File: config.mk
export PLATFORM = sky130hd
export DESIGN_NAME = pic_core
export DESIGN_NICKNAME = d
export VERILOG_FILES = /design/src/rtl/pic_pkg.sv /design/src/rtl/pic_first_set.sv /design/src/rtl/pic_prio_pick.sv /design/src/rtl/pic_req_bank.sv /design/src/rtl/pic_ack_seq.sv /design/src/rtl/pic_core.sv
export SDC_FILE = /design/constraint.sdc
export NUM_CORES = 1
export LEC_CHECK = 0
export CAP_MARGIN = 0
export CORE_MARGIN = 5
export CORE_UTILIZATION = 50
export CTS_CLUSTER_DIAMETER = 200
export CTS_CLUSTER_SIZE = 25
export DETAILED_ROUTE_END_ITERATION = 8
export HOLD_SLACK_MARGIN = 0.03
export MAX_ROUTING_LAYER = met4
export PLACE_DENSITY = 0.73
export SKIP_CTS_REPAIR_TIMING = 1
export SLEW_MARGIN = 20
export SYNTH_ARGS = -nofsm -noshare
export SYNTH_HDL_FRONTEND = slang
export SYNTH_HIERARCHICAL = 1
export SYNTH_SLANG_ARGS = --single-unit
File: constraint.sdc
create_clock -name clk -period 3.4 [get_ports clk]
set_input_delay 0.68 -clock clk [delete_from_list [all_inputs] [get_ports clk]]
set_output_delay 0.68 -clock clk [all_outputs]
set_load 0.02 [all_outputs]
File: src/rtl/pic_pkg.sv
`timescale 1ns/1ps
package pic_pkg;

  typedef enum logic {
    ACK_IDLE  = 1'b0,
    ACK_WAIT2 = 1'b1
  } pic_ack_state_e;

  localparam logic [1:0] OP_EOI_LOWEST = 2'b01;
  localparam logic [1:0] OP_EOI_NAMED  = 2'b11;

endpackage

File: src/rtl/pic_first_set.sv
`timescale 1ns/1ps
module pic_first_set #(
  parameter int N  = 8,
  parameter int IW = $clog2(N)
) (
  input  logic [N-1:0]  vec,
  output logic          any,
  output logic [IW-1:0] idx
);
  always_comb begin
    any = |vec;
    idx = '0;
    for (int i = N - 1; i >= 0; i--) begin
      if (vec[i]) idx = IW'(i);
    end
  end
endmodule

File: src/rtl/pic_prio_pick.sv
`timescale 1ns/1ps
module pic_prio_pick #(
  parameter int N  = 8,
  parameter int IW = $clog2(N)
) (
  input  logic [N-1:0]  pend,
  input  logic [N-1:0]  serv,
  input  logic [N-1:0]  mask,
  output logic          hit,
  output logic [IW-1:0] hit_idx
);
  logic          serv_any;
  logic [IW-1:0] serv_idx;
  logic [N-1:0]  allow;
  logic [N-1:0]  cand;

  pic_first_set #(.N(N), .IW(IW)) u_serv_top (
    .vec (serv),
    .any (serv_any),
    .idx (serv_idx)
  );

  // a line may compete only if it outranks every in-service line
  for (genvar g = 0; g < N; g++) begin : g_allow
    assign allow[g] = !serv_any || (IW'(g) < serv_idx);
  end

  assign cand = pend & ~mask & allow;

  pic_first_set #(.N(N), .IW(IW)) u_cand_top (
    .vec (cand),
    .any (hit),
    .idx (hit_idx)
  );
endmodule

File: src/rtl/pic_req_bank.sv
`timescale 1ns/1ps
module pic_req_bank #(
  parameter int N = 8
) (
  input  logic         clk,
  input  logic         rst,
  input  logic [N-1:0] irq_in,
  input  logic [N-1:0] clr_vec,
  output logic [N-1:0] pend_q,
  output logic [N-1:0] pend_nxt
);
  logic [N-1:0] irq_prev;
  logic [N-1:0] rise;

  assign rise     = irq_in & ~irq_prev;
  assign pend_nxt = (pend_q & ~clr_vec) | rise;

  always_ff @(posedge clk) begin
    if (rst) begin
      irq_prev <= '0;
      pend_q   <= '0;
    end else begin
      irq_prev <= irq_in;
      pend_q   <= pend_nxt;
    end
  end

  // a pending bit may only appear after its line was seen high
  AST_PEND_NEEDS_EDGE: assert property (@(posedge clk) disable iff (rst)
    ((pend_q & ~$past(pend_q) & ~$past(irq_in)) == '0));
endmodule

File: src/rtl/pic_ack_seq.sv
`timescale 1ns/1ps
module pic_ack_seq
  import pic_pkg::*;
#(
  parameter int N        = 8,
  parameter int IW       = $clog2(N),
  parameter int DATA_W   = 8,
  parameter int VEC_BASE = 32
) (
  input  logic              clk,
  input  logic              rst,
  input  logic              inta,
  input  logic              sel_hit,
  input  logic [IW-1:0]     sel_idx,
  output logic              ack_first,
  output logic [DATA_W-1:0] vec_out,
  output logic              vec_oe
);
  localparam logic [DATA_W-1:0] BASE_V  = DATA_W'(VEC_BASE);
  localparam logic [DATA_W-1:0] SPUR_V  = DATA_W'(VEC_BASE + N - 1);

  pic_ack_state_e state_q;
  logic           inta_prev;
  logic           pulse;
  logic           ack_second;
  logic           hit_q;
  logic [IW-1:0]  idx_q;

  assign pulse      = inta && !inta_prev;
  assign ack_first  = pulse && (state_q == ACK_IDLE);
  assign ack_second = pulse && (state_q == ACK_WAIT2);

  always_ff @(posedge clk) begin
    if (rst) begin
      state_q   <= ACK_IDLE;
      inta_prev <= 1'b0;
      hit_q     <= 1'b0;
      idx_q     <= '0;
      vec_out   <= '0;
      vec_oe    <= 1'b0;
    end else begin
      inta_prev <= inta;
      vec_oe    <= ack_second;
      if (ack_second) vec_out <= hit_q ? (BASE_V + DATA_W'(idx_q)) : SPUR_V;
      else            vec_out <= '0;
      if (ack_first) begin
        state_q <= ACK_WAIT2;
        hit_q   <= sel_hit;
        idx_q   <= sel_idx;
      end else if (ack_second) begin
        state_q <= ACK_IDLE;
      end
    end
  end

  AST_OE_ONE_CYCLE: assert property (@(posedge clk) disable iff (rst)
    vec_oe |=> !vec_oe);
  AST_BUS_QUIET: assert property (@(posedge clk) disable iff (rst)
    !vec_oe |-> (vec_out == '0));
  AST_VEC_RANGE: assert property (@(posedge clk) disable iff (rst)
    vec_oe |-> (vec_out >= BASE_V && vec_out <= SPUR_V));
endmodule

File: src/rtl/pic_core.sv
`timescale 1ns/1ps
module pic_core
  import pic_pkg::*;
#(
  parameter int N_IRQ    = 8,
  parameter int DATA_W   = 8,
  parameter int VEC_BASE = 32
) (
  input  logic              clk,
  input  logic              rst,
  input  logic [N_IRQ-1:0]  irq_in,
  input  logic              wr_en,
  input  logic              wr_sel,
  input  logic [DATA_W-1:0] wr_data,
  input  logic              inta,
  output logic              int_out,
  output logic [DATA_W-1:0] vec_out,
  output logic              vec_oe
);
  localparam int IW = $clog2(N_IRQ);
  localparam logic [N_IRQ-1:0] ONE = N_IRQ'(1);

  logic [N_IRQ-1:0] pend_q, pend_nxt;
  logic [N_IRQ-1:0] serv_q, serv_nxt;
  logic [N_IRQ-1:0] mask_q, mask_nxt;
  logic [N_IRQ-1:0] ack_set, eoi_clr;
  logic             now_hit, nxt_hit, ack_first;
  logic [IW-1:0]    now_idx, nxt_idx;
  logic             serv_any;
  logic [IW-1:0]    serv_idx;
  logic             cmd_wr, eoi_low, eoi_named;

  pic_req_bank #(.N(N_IRQ)) u_req (
    .clk      (clk),
    .rst      (rst),
    .irq_in   (irq_in),
    .clr_vec  (ack_set),
    .pend_q   (pend_q),
    .pend_nxt (pend_nxt)
  );

  // selection for the acknowledge, from the present state
  pic_prio_pick #(.N(N_IRQ), .IW(IW)) u_pick_now (
    .pend    (pend_q),
    .serv    (serv_q),
    .mask    (mask_q),
    .hit     (now_hit),
    .hit_idx (now_idx)
  );

  // interrupt decision, from the state about to be stored
  pic_prio_pick #(.N(N_IRQ), .IW(IW)) u_pick_nxt (
    .pend    (pend_nxt),
    .serv    (serv_nxt),
    .mask    (mask_nxt),
    .hit     (nxt_hit),
    .hit_idx (nxt_idx)
  );

  pic_first_set #(.N(N_IRQ), .IW(IW)) u_serv_top (
    .vec (serv_q),
    .any (serv_any),
    .idx (serv_idx)
  );

  pic_ack_seq #(
    .N(N_IRQ), .IW(IW), .DATA_W(DATA_W), .VEC_BASE(VEC_BASE)
  ) u_ack (
    .clk       (clk),
    .rst       (rst),
    .inta      (inta),
    .sel_hit   (now_hit),
    .sel_idx   (now_idx),
    .ack_first (ack_first),
    .vec_out   (vec_out),
    .vec_oe    (vec_oe)
  );

  assign cmd_wr    = wr_en && wr_sel;
  assign eoi_low   = cmd_wr && (wr_data[7:6] == OP_EOI_LOWEST) && (wr_data[5:0] == '0);
  assign eoi_named = cmd_wr && (wr_data[7:6] == OP_EOI_NAMED)  && (wr_data[5:IW] == '0);

  always_comb begin
    eoi_clr = '0;
    if (eoi_low && serv_any) eoi_clr = ONE << serv_idx;
    else if (eoi_named)      eoi_clr = ONE << wr_data[IW-1:0];
  end

  assign ack_set  = (ack_first && now_hit) ? (ONE << now_idx) : '0;
  assign serv_nxt = (serv_q & ~eoi_clr) | ack_set;
  assign mask_nxt = (wr_en && !wr_sel) ? wr_data[N_IRQ-1:0] : mask_q;

  always_ff @(posedge clk) begin
    if (rst) begin
      serv_q  <= '0;
      mask_q  <= '1;
      int_out <= 1'b0;
    end else begin
      serv_q  <= serv_nxt;
      mask_q  <= mask_nxt;
      int_out <= nxt_hit;
    end
  end

  logic unused_nxt_idx;
  assign unused_nxt_idx = ^nxt_idx;

  AST_INT_NEEDS_REQ: assert property (@(posedge clk) disable iff (rst)
    int_out |-> ((pend_q & ~mask_q) != '0));
  AST_ONE_ENTRY_PER_ACK: assert property (@(posedge clk) disable iff (rst)
    $countones(serv_q & ~$past(serv_q)) <= 1);
  AST_RESET_MASKED: assert property (@(posedge clk) disable iff (rst)
    $past(rst) |-> (mask_q == '1 && serv_q == '0));
endmodule

* Yosys cells after proc, flatten, opt, wreduce, memory -nomap -nowiden
Cells that the tools add are included.
Operators by class: add/sub/neg operators 1, order comparisons 16, equal/unequal tests 2, shifts and indexed selects 3, muxes and demuxes 31, bitwise operators 17, reduce and logical (&&, ||, !) cells 40
Operators by type and width (count):
- $mux 3 | 24
- $and 8x8->8 | 7
- $not 8->8 | 5
- $mux 8 | 4
- $reduce_or 8->1 | 4
- $lt 3x3->1 const A | 8
- $shl 1x3->8 const A | 3
- $logic_or 1x1->1 | 16
- $or 8x8->8 | 2
- $lt 1x3->1 const A | 4
- $lt 2x3->1 const A | 4
- $logic_and 1x1->1 | 11
- $add 6x3->7 const A | 1
- $logic_not 6->1 | 1
- $mux 6 | 1
- $logic_not 1->1 | 4
- $logic_not 3->1 | 1
- $not 1->1 | 3
- $reduce_or 3->1 | 1
- $eq 2x1->1 const B | 1
- $eq 2x2->1 const B | 1
- $mux 1 | 2
- $reduce_bool 2->1 | 1
- $reduce_or 2->1 | 1
Storage, ports and cells: flip-flop bits (word level) 47, input port bits 21, word-level logic and storage cells 122

* Depth between registers and ports, before layout
Gate-level depths: netlist (run 1).
depth after elaboration 34, mapped depth 20, mapped depth without buffers 20

* Modules after synthesis
The synthesis (run 1) kept the hierarchy.
Modules (own cells, without submodules):
- pic_core | instances 1, cells each 112, area each 958.4 um2, sequential area each 340.3 um2
- pic_req_bank | instances 1, cells each 57, area each 594.3 um2, sequential area each 320.3 um2
- pic_first_set | instances 5, cells each 13, area each 81.3 um2, sequential area each 0.0 um2
- pic_ack_seq | instances 1, cells each 38, area each 394.1 um2, sequential area each 220.2 um2
- pic_prio_pick | instances 2, cells each 20, area each 131.4 um2, sequential area each 0.0 um2

* Least setup slack after synthesis (run 1)
OpenSTA, ideal clock, no wires.
kind flip-flop to flip-flop, start point reg serv_q[4], end point reg int_out, arrival time 3.541 ns, data required time 3.286 ns, slack -0.255 ns, stages on the path, launching flop included 18, path buffers 0, period minus slack after synthesis 3.655 ns, cells stage by stage dfxtp_1 -> nor2_1 -> o21ai_0 -> a21boi_0 -> nand2_1 -> a21oi_1 -> a21oi_1 -> o41ai_1 -> nand2b_1 -> nor2_1 -> a31o_2 -> nor4_2 -> and3b_1 -> o21ai_1 -> a21oi_1 -> nor4_2 -> nand3_1 -> nor2b_1
Between the ends: elaborated cells on any way between the ends 74
RTL lines:
- from (decl) | line pic_core.sv:24 | logic [N_IRQ-1:0] serv_q, serv_nxt;
- from (signal assigned) | line pic_core.sv:99 | serv_q <= serv_nxt;
- $mux 3 (5 in a row) | line pic_first_set.sv:14 | if (vec[i]) idx = IW'(i);
- via u_pick_now.serv_idx[1] | line pic_prio_pick.sv:13 | logic [IW-1:0] serv_idx;
- $lt 3x3->1 | line pic_prio_pick.sv:25 | assign allow[g] = !serv_any || (IW'(g) < serv_idx);
- $logic_or 1x1->1 | line pic_prio_pick.sv:25
- $and 8x8->8 | line pic_prio_pick.sv:28 | assign cand = pend & ~mask & allow;
- via u_pick_now.cand[5] | line pic_prio_pick.sv:15 | logic [N-1:0] cand;
- $mux 3 (6 in a row) | line pic_first_set.sv:14
- via now_idx[0] | line pic_core.sv:28 | logic [IW-1:0] now_idx, nxt_idx;
- (+2 left out)
- via ack_set[4] | line pic_core.sv:26 | logic [N_IRQ-1:0] ack_set, eoi_clr;
- (+1 left out)
- via serv_nxt[4] | line pic_core.sv:24
- $mux 3 (5 in a row) | line pic_first_set.sv:14
- via u_pick_nxt.serv_idx[2] | line pic_prio_pick.sv:13
- $lt 3x3->1 | line pic_prio_pick.sv:25
- $logic_or 1x1->1 | line pic_prio_pick.sv:25
- $and 8x8->8 | line pic_prio_pick.sv:28
- via u_pick_nxt.cand[4] | line pic_prio_pick.sv:15
- $reduce_or 8->1 | line pic_first_set.sv:11 | any = |vec;
- via nxt_hit | line pic_core.sv:27 | logic now_hit, nxt_hit, ack_first;
- to (signal assigned) | line pic_core.sv:101 | int_out <= nxt_hit;
- to (decl) | line pic_core.sv:16 | output logic int_out,
The timed path passes the listed nets, and every way through them passes these cells. A chain may end at the register's enable or synchronous reset.

* Worst setup path in the final report (run 1)
start point reg serv_q[1], end point reg int_out
Between the ends: elaborated cells on any way between the ends 71
RTL lines (line):
- $mux 3 (2 in a row) | pic_first_set.sv:14
- via u_pick_now.serv_idx[0] | pic_prio_pick.sv:13
- $lt 3x3->1 | pic_prio_pick.sv:25
- $logic_or 1x1->1 | pic_prio_pick.sv:25
- $and 8x8->8 | pic_prio_pick.sv:28
- via u_pick_now.cand[4] | pic_prio_pick.sv:15
- $reduce_or 8->1 | pic_first_set.sv:11
- via now_hit | pic_core.sv:27
- (+2 left out)
- via ack_set[4] | pic_core.sv:26
- (+1 left out)
- via serv_nxt[4] | pic_core.sv:24
- $mux 3 (5 in a row) | pic_first_set.sv:14
- via u_pick_nxt.serv_idx[2] | pic_prio_pick.sv:13
- $lt 3x3->1 | pic_prio_pick.sv:25
- $logic_or 1x1->1 | pic_prio_pick.sv:25
- $and 8x8->8 | pic_prio_pick.sv:28
- via u_pick_nxt.cand[5] | pic_prio_pick.sv:15
- $reduce_or 8->1 | pic_first_set.sv:11
- via nxt_hit | pic_core.sv:27
The timed path passes the listed nets, and every way through them passes these cells.

==> results of run 1 <==
==> flip-flops by register name, summed over array words and instances, names as in the netlist <==
signal	count
u_req/irq_prev	8
u_ack/hit_q	1
u_req/pend_q	8
mask_q	8
u_ack/idx_q	3
int_out	1
u_ack/inta_prev	1
u_ack/state_q	1
u_ack/vec_oe	1
serv_q	8
u_ack/vec_out	4
==> stage by stage <==
step                      setup slack (ns)  cell area (um^2)   util  instances  hold slack, ns
after detailed placement            -0.421              3340  0.662        455           0.446
after CTS                           -0.397              3440  0.682        463           0.460
final                               -0.363              3720  0.738        468           0.462
after global placement              -0.366              3340  0.662        455           0.443
after global routing                -0.511              3720  0.738        468           0.487
after floorplan                     0.0142              2590      -        306           0.425
==> worst reg2reg max path, stage by stage (launching register included) <==
cell	delay (ns)
dfxtp_1	0.35
buf_4	0.15
o21bai_2	0.17
o41ai_4	0.10
buf_4	0.17
o21ai_2	0.18
a21oi_2	0.10
nor4_2	0.35
nand3_1	0.21
nand3b_1	0.27
nor2_2	0.11
a31o_2	0.26
nor4_4	0.31
and3b_2	0.29
nand2_1	0.08
a21oi_1	0.07
nor4_2	0.26
nand3_1	0.09
nor2b_2	0.15
==> worst max-delay path by stage <==
| stage | from | end | slack, ns | depth (start not counted) |
|---|---|---|---|---|
| 3_5_place_dp | wr_data[7] | int_out | -0.42 | 14 |
| 2_1_floorplan | serv_q[4] | int_out | 0.01 | 15 |
| 3_3_place_gp | wr_data[7] | int_out | -0.37 | 14 |
| 6_report | serv_q[1] | int_out | -0.36 | 18 |
| 4_1_cts | serv_q[4] | int_out | -0.40 | 20 |
| 5_1_grt | serv_q[6] | int_out | -0.51 | 18 |
==> final cells by class <==
cell class,instances,area (um^2)
clock buffers,6,82.6
clock inverters,2,15.0
fillers,360,1320
inverters,16,60.1
multi-input cells,236,1810
flip-flops and latches,44,891
well taps,70,87.6
repair buffers,94,774
==> per-layer routing <==
metal | routed length (um) | vias to the layer above | GRT usage | share of wire
li1 | - | 1232 | - | -
met1 | 3050 | 1173 | 0.243 | 0.42
met2 | 3680 | 84 | 0.382 | 0.50
met3 | 336 | 26 | 0.0351 | 0.046
met4 | 231 | 0 | 0.0980 | 0.032
met5 | 0 | - | - | 0
==> where the power goes <==
group          internal [W]  switching, W
clock network      0.000165      0.000186
logic              0.000143      0.000126
registers          0.000540     0.0000142
==> cells in the final DEF (no fill, tap or decap), drive strengths merged, types with 5 or more instances in the layout <==
cell type and n:
nand2 22, nor4 6, nand3 11, or2 12
nor2b 14, nor2 28, clkbuf 6, and2b 6
nand2b 30, clkdlybuf4s50 26, and3b 5, nor3b 11
buf 68, o21ai 8, mux2 8, inv 16
dfxtp 44, a21oi 29
==> metrics.cfg, run 1 <==
[status]
status = finished, violations left
violations = negative setup slack

[routing]
wl_um = 7290
detail_route.wl_per_cell_um = 15.6
dr.pass1.iters = 4
post-route-drc-count = 0
vias = 2515
viasPerCell = 5.37
detail-route-antenna-nets = 0
detail_route.iter0.violations = 148

[cts]
clock_path_buffers = 2
clk_latency_ns = 0.30
cts_tree = built
cts.reportedPaths.clkPinSlew_ns = 0.09
root_buffer = clkbuf_8
cts-htree-levels = 2
cts_num_sinks = 44
cts_buffers = 5

[critical_path]
crit_buf_inv = 2
cp_max_fo = 5
slowest_delay_ns = 0.35
crit_type = flop to flop
r2r-start = serv_q[1]
r2r_slack_ns = -0.36
cp_slowest_cell = dfxtp_1
end_kind = flop
r2r-end = int_out
cp.required_ns = 3.60
worstPathArrival_ns = 3.97
critPathLaunchType = flop
rr_worst_depth = 18
crit_family = simple AND/OR/NAND/NOR gates
crit_chain = buf_4, o21bai_2, o41ai_4, buf_4, o21ai_2, a21oi_2, nor4_2, nand3_1, nand3b_1, nor2_2, a31o_2, nor4_4, and3b_2, nand2_1, a21oi_1, nor4_2, nand3_1, nor2b_2

[placement]
gp_congestion = 0.939
portBuffers = 26
dpl.hpwl_um = 5220

[floorplanning]
die_y_um = 81.6
core_um2 = 5040
start_util = 0.508
die_w_um = 81.6
placementRows = 26
top_level_ports = 31
dieArea_um2 = 6650

[sta]
tightest_slew_ns = 0.740
rsz0062_at_grt = yes
finalHoldViolCount = 0
setup_slack_ns = -0.363
setup_tns_ns = -0.363
fin_skew_ns = 0.00880
timing.final.crit_share = 1.11
setup_viol_count_final = 1
slew_headroom = 0.505
min_period_ns = 3.76
drv_slew = 0
fmax_ghz = 0.266

[min_path]
hold_path_class = flop to flop
hold_depth = 2
hold_end = u_ack/vec_out[0]
min-delay-start = u_ack/idx_q[0]

[logic_synthesis]
ys_warn_count = 6
syn_avg_cell_area_um2 = 8.45
synth_cells = 303
synth_area_um2 = 2560

[power_and_ir_drop]
ir_drop_mv = 0.337
p_per_area_nw_per_um2 = 315
power.total_w = 0.00117
p_leak_nw = 1.54

[global_routing]
antenna_found_initial = 0
grt_pass1_wl_um = 10800
grt_use_total = 0.218
grt_max_degree = 20
grt_overflow_total = 0
grt_pass1_vias = 2406

[final_layout]
nNetsFinal = 418
layout-area-overhead-vs-synth_pct = 45.5
drive_gt1_frac = 0.427
antennaDiodeCount = 0

[flow_run]
max_cap_violations = 0

No activity file was read; power rests on OpenSTA's default activity.
==> inputs of run 2 (changes only) <==
--- a/config.mk
+++ b/config.mk
@@ -7,14 +7,13 @@
 export LEC_CHECK = 0
 export CAP_MARGIN = 0
 export CORE_MARGIN = 5
-export CORE_UTILIZATION = 50
+export CORE_UTILIZATION = 60
 export CTS_CLUSTER_DIAMETER = 200
 export CTS_CLUSTER_SIZE = 25
 export DETAILED_ROUTE_END_ITERATION = 8
 export HOLD_SLACK_MARGIN = 0.03
 export MAX_ROUTING_LAYER = met4
-export PLACE_DENSITY = 0.73
-export SKIP_CTS_REPAIR_TIMING = 1
+export PLACE_DENSITY = 0.83
 export SLEW_MARGIN = 20
 export SYNTH_ARGS = -nofsm -noshare
 export SYNTH_HDL_FRONTEND = slang
==> constraint.sdc (replaced) <==
create_clock -name clk -period 4.5 [get_ports clk]
set_input_delay 0.9 -clock clk [delete_from_list [all_inputs] [get_ports clk]]
set_output_delay 0.9 -clock clk [all_outputs]
set_load 0.02 [all_outputs]
==> run 2 against run 1 <==
Against the previous run: the flow now finishes without violations; sequential share of layout area rose by 5.4 points; non-clock buffer count fell by 62; critical path depth is 3 lower; via count fell by 11%; global-route usage grew 2.2 points; critical path type unchanged; critical endpoint unchanged.
==> metrics.cfg, run 2 (synthesis results as in run 1) <==
[cts]
cts_tree = built
clock_path_buffers = 2
cts_num_sinks = 44
root_buffer = clkbuf_8
cts.reportedPaths.clkPinSlew_ns = 0.09
cts-htree-levels = 2
clk_latency_ns = 0.30
cts_buffers = 5

[global_routing]
grt_max_degree = 30
grt_pass1_vias = 2114
grt_overflow_total = 0
grt_use_total = 0.240
antenna_found_initial = 0
grt_pass1_wl_um = 9920

[final_layout]
stdcell_count = 386
fillCellCount = 315
layout-area-overhead-vs-synth_pct = 17.4
post-route-util = 0.740
antennaDiodeCount = 0
stdcell_area_um2 = 3000
final_cell_mix = dfxtp_1, nand2b_1, nor2_1, clkdlybuf4s50_1, nand2_1
nNetsFinal = 356
layout_commonest_cell = dfxtp_1
drive_gt1_frac = 0.199
regArea_um2 = 881
multi_input_area_um2 = 1570

[critical_path]
critPathLaunchType = flop
end_kind = flop
cp_max_fo = 7
cp.required_ns = 4.74
slowest_delay_ns = 0.46
cp_slowest_cell = nor3b_1
rr_worst_depth = 15
r2r_slack_ns = 0.45
worstPathArrival_ns = 4.29
r2r-start = serv_q[4]
r2r-end = int_out
cp_common_cell = nand3_1
crit_type = flop to flop
crit_chain = nor4_2, nand3_1, nor3b_1, o21ai_0, a21boi_0, nand3_1, or2_2, o21ai_0, a21oi_1, o41ai_2, nand3_1, a21oi_1, nor4_2, nand3_1, nor2b_1

[routing]
dr.pass1.iters = 4
detail_route.iter0.violations = 214
detail-route-antenna-nets = 0
detail_route.wl_per_cell_um = 15.7
wl_um = 6070
post-route-drc-count = 0
vias = 2228
viasPerCell = 5.77

[placement]
portBuffers = 26
dpl.hpwl_um = 4620
placed_area_um2 = 2870
gp_congestion = 0.931
dp.cells = 378

[power_and_ir_drop]
clkPwrFrac = 0.361
switching_share = 0.257
p_per_area_nw_per_um2 = 298
internal_power_w = 0.000665
combPwrFrac = 0.170
p_sw_w = 0.000230
p_leak_nw = 1.18
ir_drop_mv = 0.254
seqPwrFrac = 0.469

[floorplanning]
top_level_ports = 31
core_um2 = 4060
start_util = 0.631
dieArea_um2 = 5670
die_y_um = 75.3
placementRows = 23
die_w_um = 75.3

[status]
status = completed

[min_path]
min-delay-start = u_ack/idx_q[1]
hold_path_class = flop to flop
hold_end = u_ack/vec_out[1]
hold_depth = 2

[sta]
drv_slew = 0
fmax_ghz = 0.247
slew_headroom = 0.480
hold_slack_ns = 0.457
rsz0062_at_grt = no
setup_tns_ns = 0
finalHoldViolCount = 0
setup_viol_count_final = 0
fin_skew_ns = 0.00447
timing.final.crit_share = 0.901
tightest_slew_ns = 0.770
min_period_ns = 4.05

[flow_run]
max_cap_violations = 0

-- run 2: final cells by class --
cell class | count | share of cell area
clock inverters | 2 | 0.0129
multi-input cells | 236 | 0.524
clock buffers | 6 | 0.0275
repair buffers | 32 | 0.102
inverters | 16 | 0.0200
flip-flops and latches | 44 | 0.293
well taps | 50 | 0.0208
-- run 2: repair_timing --
| item | in CTS | in global routing |
|---|---|---|
| endpoints found under the hold margin | 0 | 0 |
| setup buffers | 0 | 0 |
| hold buffers | 0 | 0 |
| gates resized for setup | 0 | 3 |
| endpoints found under the setup margin | 0 | 1 |
-- run 2: worst max-delay path by stage --
stage,end,from,depth (start not counted)
floorplan,int_out,serv_q[4],17
global placement,int_out,wr_data[7],12
detailed placement,int_out,serv_q[4],16
CTS,int_out,serv_q[4],16
global route,int_out,serv_q[4],16
finish,int_out,serv_q[4],15
-- run 2: metal layers --
metal	vias up	wire, um	global-route usage
met5	-	0	-
met4	0	221	0.122
met3	21	347	0.0422
met2	81	2810	0.364
met1	1014	2690	0.306
li1	1112	-	-
-- run 2: power groups by stage --
stage               Sequential, W  Combinational, W  Clock, W
CTS                      0.000420          0.000150  0.000329
global route             0.000423          0.000167  0.000347
global placement         0.000429          0.000144         0
finish                   0.000420          0.000152  0.000323
detailed placement       0.000429          0.000148         0
floorplan                0.000430          0.000100         0
-- run 2: critical path: cells and delay by family (launching register included) --
family	cells	cell delay [ns]
and+or+nand+nor	9	2.06
AOI/OAI and AO/OA	6	1.52
DFF	1	0.40
-- run 2: stage by stage --
| step | power [W] | worst slack, ns |
|---|---|---|
| 4_1_cts | 0.000899 | 0.255 |
| 6_report | 0.000895 | 0.447 |
| 3_3_place_gp | 0.000573 | 0.564 |
| 3_5_place_dp | 0.000578 | 0.340 |
| 5_1_grt | 0.000936 | 0.0595 |
| 2_1_floorplan | 0.000530 | 0.911 |
